### src/rtl/tick_timer.sv
module tick_timer #(
  parameter int CNT_W    = 32,
  parameter int PRESCALE = 4
) (
  input  logic             clk,
  input  logic             rst_n,
  input  logic             wr_en,
  input  logic [1:0]       wr_addr,
  input  logic [CNT_W-1:0] wr_data,
  input  logic [1:0]       rd_addr,
  output logic [CNT_W-1:0] rd_data,
  output logic             irq
);
  localparam int PRE_W = (PRESCALE > 1) ? $clog2(PRESCALE) : 1;
  localparam logic [PRE_W-1:0] PRE_LAST = PRE_W'(PRESCALE - 1);
  localparam logic [1:0] A_DIV = 2'd0, A_CTRL = 2'd1, A_MASK = 2'd2, A_ACK = 2'd3;
  localparam logic [1:0] OP_LOAD = 2'b01, OP_RUN = 2'b10;

  logic [CNT_W-1:0] div_q, cnt_q;
  logic [PRE_W-1:0] pre_q;
  logic             run_q, slow_q, mask_q, raw_q;

  logic ctrl_wr, ack, tick, underflow;
  assign ctrl_wr   = wr_en && (wr_addr == A_CTRL);
  assign ack       = wr_en && (wr_addr == A_ACK) && wr_data[0];
  assign tick      = run_q && !ctrl_wr && (!slow_q || (pre_q == PRE_LAST));
  assign underflow = tick && (cnt_q == '0);
  assign irq       = raw_q & mask_q;

  always_ff @(posedge clk or negedge rst_n) begin
    if (!rst_n) begin
      div_q  <= '0;
      cnt_q  <= '0;
      pre_q  <= '0;
      run_q  <= 1'b0;
      slow_q <= 1'b0;
      mask_q <= 1'b0;
      raw_q  <= 1'b0;
    end else begin
      if (wr_en && wr_addr == A_DIV)  div_q  <= wr_data;
      if (wr_en && wr_addr == A_MASK) mask_q <= wr_data[0];

      if (ctrl_wr) begin
        slow_q <= wr_data[2];
        run_q  <= (wr_data[1:0] == OP_RUN);
        if (wr_data[1:0] == OP_LOAD) cnt_q <= div_q;
      end else if (underflow) begin
        cnt_q <= div_q;
      end else if (tick) begin
        cnt_q <= cnt_q - 1'b1;
      end

      if (ctrl_wr || !run_q || !slow_q || pre_q == PRE_LAST) pre_q <= '0;
      else                                                   pre_q <= pre_q + 1'b1;

      if (underflow)  raw_q <= 1'b1;
      else if (ack)   raw_q <= 1'b0;
    end
  end

  always_comb begin
    case (rd_addr)
      A_DIV:   rd_data = div_q;
      A_CTRL:  rd_data = cnt_q;
      A_MASK:  rd_data = {{(CNT_W-1){1'b0}}, mask_q};
      default: rd_data = {{(CNT_W-2){1'b0}}, raw_q, irq};
    endcase
  end
endmodule

### config.mk
export PLATFORM = sky130hd
export DESIGN_NAME = tick_timer
export DESIGN_NICKNAME = d
export VERILOG_FILES = /design/src/rtl/tick_timer.sv
export SDC_FILE = /design/constraint.sdc
export NUM_CORES = 1
export LEC_CHECK = 0
export ABC_AREA = 0
export BUFFER_PORTS_ARGS = -buffer_cell sky130_fd_sc_hd__buf_2
export CORE_MARGIN = 4
export CORE_UTILIZATION = 51
export DETAILED_ROUTE_END_ITERATION = 6
export PLACE_DENSITY = 0.73
export SYNTH_ARGS = -nofsm -noshare
export SYNTH_HDL_FRONTEND = slang
export SYNTH_SLANG_ARGS = --single-unit
### constraint.sdc
create_clock -name clk -period 2.32 [get_ports clk]
set_clock_uncertainty 0.1 [all_clocks]
set_input_delay 0 -clock clk [delete_from_list [all_inputs] [get_ports clk]]
set_output_delay 0 -clock clk [all_outputs]
set_load 0.01 [all_outputs]
# Word-level counts from Yosys, hierarchy flattened
# Index checks and enable logic that the tools add are counted.
# op_classes
mux	8
reduce_logical	21
n_bitwise	1
addsub	2
n_eq_ne	9
# ops
op	count
2-to-1 mux 32 bit	4
one-hot mux 32 bit (3 select lines)	1
logical NOT 32 bit	1
subtractor 32 x 1 -> 32 bit, second input constant	1
equality test 2 bit, second input constant	5
logical AND 1 bit	8
equality test 2 x 1 -> 1 bit, second input constant	3
logical NOT 2 bit	2
logical OR 1 bit	4
logical NOT 1 bit	3
nonzero test 3 bit	1
adder 2 x 1 -> 2 bit, second input constant	1
2-to-1 mux 1 bit	2
2-to-1 mux 2 bit	1
inequality test 2 x 1 -> 1 bit, second input constant	1
AND reduction 2 bit	1
nonzero test 2 bit	1
bitwise AND 1 bit	1
# totals
wordCells	48
inputBits	39
output_inout_bits	33
reg_bits	70

# Depth between registers and ports, before layout
# depth
depth_word	8
depth_mapped	10
ltp_nobuf	8

# Worst setup path after synthesis
# OpenSTA, ideal clock, no wires.
# synth_path
path_kind	register to register
startpoint	register cnt_q[0]
endpoint	register cnt_q[19]
t_arrival_ps	2296
setup_slack_ps	-202
path_stages_with_launch	10
required_time_ps	2094
synth_period_minus_slack_ps	2522
path_buffers	2
setup_time_ps	126
path_cell_list	dfrtp_1 -> inv_1 -> ha_1 -> or4b_1 -> nor3_2 -> nand4_4 -> and2_4 -> buf_6 -> buf_6 -> a221o_1
# synth_via
elab_chain_cells	4
word_cells_on_any_way	8
classes_between	add/sub: 1; mux: 3; reduce/logical: 4
# synth_lines
element	line	source
start, declared	19	logic [CNT_W-1:0] div_q, cnt_q;
start signal, assigned	46	if (wr_data[1:0] == OP_LOAD) cnt_q <= div_q;
start signal, assigned	48	cnt_q <= div_q;
start signal, assigned	50	cnt_q <= cnt_q - 1'b1;
subtractor 32 x 1 -> 32 bit / logical NOT 32 bit (equally long branches)	50, 27	
2-to-1 mux 32 bit / logical AND 1 bit (equally long branches)	49, 27	
2-to-1 mux 32 bit / nonzero test 3 bit (equally long branches)	--	
2-to-1 mux 32 bit / AND reduction 2 bit (equally long branches)	--	
# Parallel ways exist; a longest one is shown, timed or not. The select of a mux whose other input is x is not followed.
# A chain may end at the register's enable or synchronous reset.

# Worst setup path in the final report
# layout_path
startpoint	register cnt_q[1]
endpoint	register cnt_q[27]
# The elaborated chain is that of the path after synthesis.

==> flow_metrics.tcl <==
set metrics [dict create \
    final_net_count 652 \
    max-vdd-ir-drop_v 0.000413 \
    fp-row-count 33 \
    finalInstanceArea_mm2 0.00618 \
    antenna_found_initial 0 \
    vias_per_cell 6.01 \
    cts-htree-levels 3 \
    cts_num_sinks 70 \
    cts.clk_slew.worst_paths_ns 0.07 \
    synth.area.top_cells "dfrtp_1 41%, mux2i_1 8.9%, mux2_2 8.7%, nor2_1 4.2%, nand2_1 2.8%" \
    seq_area_frac_synth_pct 41.1 \
    cap_violations 0 \
    ys_ff_latch 70 \
    tightest_slew_ns 0.693 \
    startpoint_type "flip-flop" \
    grt_pass1_wl_um 20800 \
    synth_nets 485 \
    grt_pass1_vias 4387 \
    power_density_mw_per_mm2 709 \
    max_freq_ghz 0.399 \
    hp-class "in -> async" \
    core_area_mm2 0.00818 \
    path_max_fanout 8 \
    yosysWarningCount 0 \
    gr-total-overflow 0 \
    cts_tree "done" \
    routabilityCongestion 0.869 \
    antenna_left 0 \
    antenna_cells 0 \
    p_leak_nw 2.81 \
    cts_buffer_depth 2 \
    violations "negative setup slack" \
    drc 0 \
    clk_latency_ns 0.35 \
    relSlewSlack_pct 53.8 \
    async_flop_share_pct 100 \
    synth_ff_type "dfrtp_1" \
    first_pass_iters 5 \
    pin_count 72 \
    root_buffer "clkbuf_8" \
    synth_cell_types 66 \
    initial_utilization_pct 52.1 \
    place_area_mm2 0.00513 \
    post-place-ws_ns -0.121 \
    cp.arrival_ns 2.64 \
    fin_cells 720 \
    status "finished, violations left" \
    period_share_pct 108 \
    port_buffers 71 \
    avgSynthCellArea_um2 9.59 \
    yosys.area.top_type "dfrtp_1" \
    fin_ws_ns -0.186 \
    postRouteWirelength_um 13100 \
    timing.final.hold_violations 0 \
    reg2reg_depth 8 \
    yosys.cell_count.top_type "dfrtp_1" \
    die_w_um 99.4 \
    drt-initial-drc-count 262 \
    die_area_mm2 0.00988 \
    final-setup-viol-count 32 \
    power_w 0.00438 \
    drv_slew 0 \
    path_class "reg -> reg" \
    die_h_um 99.4 \
    required_ns 2.45 \
    period_needed_ns 2.51 \
    synth_common_cells "70 x dfrtp_1, 48 x nor2_1, 38 x mux2i_1" \
    rsz0062_at_grt "yes" \
    hpwl_um 7840 \
    vias 4328 \
    drive_gt1_share_pct 43.1 \
    wl_per_cell_um 18.2 \
    grt_max_degree 48 \
    syn_to_final_growth_pct 45.0 \
    grt_usage_pct 26.0 \
    synth_edf_count 0 \
    cts_inserted_buffers 9 \
    yosysTopAreaCellShare_pct 41.1 \
    place_inst 651 \
    critPathCaptureType "flip-flop" \
    netlist_area_mm2 0.00426 \
    syn_inst 444 \
]
## stage by stage
stage | TNS (ns) | hold slack, ns | util (%)
2_1_floorplan | -0.328 | -0.396 | -
3_3_place_gp | -0.158 | -0.0692 | 62.7
3_5_place_dp | -1.28 | -0.0713 | 62.7
4_1_cts | -0.240 | 0.0883 | 71.5
5_1_grt | -5.11 | 0.128 | 75.5
6_report | -2.72 | 0.0751 | 75.5
## report_power, final
| group | internal, W | switching, W | total (W) |
|---|---|---|---|
| Clock | 0.000435 | 0.000462 | 0.000897 |
| Combinational | 0.000847 | 0.000871 | 0.00172 |
| Sequential | 0.00152 | 0.000242 | 0.00176 |
| Total | 0.00280 | 0.00157 | 0.00438 |
## state kept, by name, summed over array words and instances, names as in the netlist
signal and count:
run_q 1, div_q 32, mask_q 1, raw_q 1, pre_q 2, slow_q 1, cnt_q 32
## worst max-delay path, stage by stage, from the launching register on
cell	delay, ns
dfrtp_1	0.41
inv_2	0.08
ha_2	0.18
or4b_4	0.49
nor3_4	0.21
nand4_4	0.24
nand2_8	0.20
o21ai_1	0.10
a221o_1	0.37
## worst paths after layout
check,endpoint,slack (ns),startpoint
max in group asynchronous,cnt_q[23]$_DFFE_PN0P_,1.38,rst_n
hold reg to reg,pre_q[0]$_DFF_PN0_,0.34,pre_q[0]$_DFF_PN0_
hold / removal,pre_q[1]$_DFF_PN0_,0.08,rst_n
min in group clk,div_q[17]$_DFFE_PN0P_,0.31,wr_data[17]
setup reg to reg,cnt_q[27]$_DFFE_PN0P_,-0.19,cnt_q[1]$_DFFE_PN0P_
setup / recovery,cnt_q[27]$_DFFE_PN0P_,-0.19,cnt_q[1]$_DFFE_PN0P_
## routing by layer
metal	vias up	wire (um)	GRT usage, %
met5	-	0	0
met1	2132	5220	32.0
met3	40	822	4.77
li1	1975	-	-
met4	0	360	7.77
met2	181	6720	46.4
## logic make-up (layout without fill, tap and decap cells)
group	count (synthesis)	count (layout)	share of synthesized area, %
buffers and inverters	42	209	4.47
flip-flops	70	70	41.1
AND/OR/NAND/NOR	184	188	24.1
multiplexers	71	71	17.7
adder cells (fa/ha/maj)	2	2	0.587
AO/OA/AOI/OAI	75	75	12.1
## cell usage in the layout (no fill, tap or decap), drive strengths merged, types with 5 or more instances in the layout
master	synthesis	layout
a21oi	6	6
a22oi	11	11
and2	2	5
and3	5	5
buf	7	143
clkbuf	22	12
dfrtp	70	70
dlygate4sd3	0	37
inv	13	13
mux2	33	33
mux2i	38	38
nand2	33	34
nand3	22	22
nand4	6	6
nor2	48	48
nor3	21	21
nor4	9	9
o21ai	26	26
or2	6	6
or3	9	9
or4	8	8
## repair_timing
action,CTS,global route
hold buffers,37,0
setup buffers,6,6
pin swaps,7,24
hold endpoints to repair,60,0
endpoints found under the setup margin,25,32
gates cloned,3,2
resized for setup,26,59
## layout make-up
cell class	count	area, um^2
multi-input cells	336	2680
fillers	542	2000
flip-flops and latches	70	1750
repair buffers	181	1400
clock buffers	11	151
well taps	105	131
inverters	13	48.8
clock inverters	4	22.5
Power figures use the tool's default switching activity.
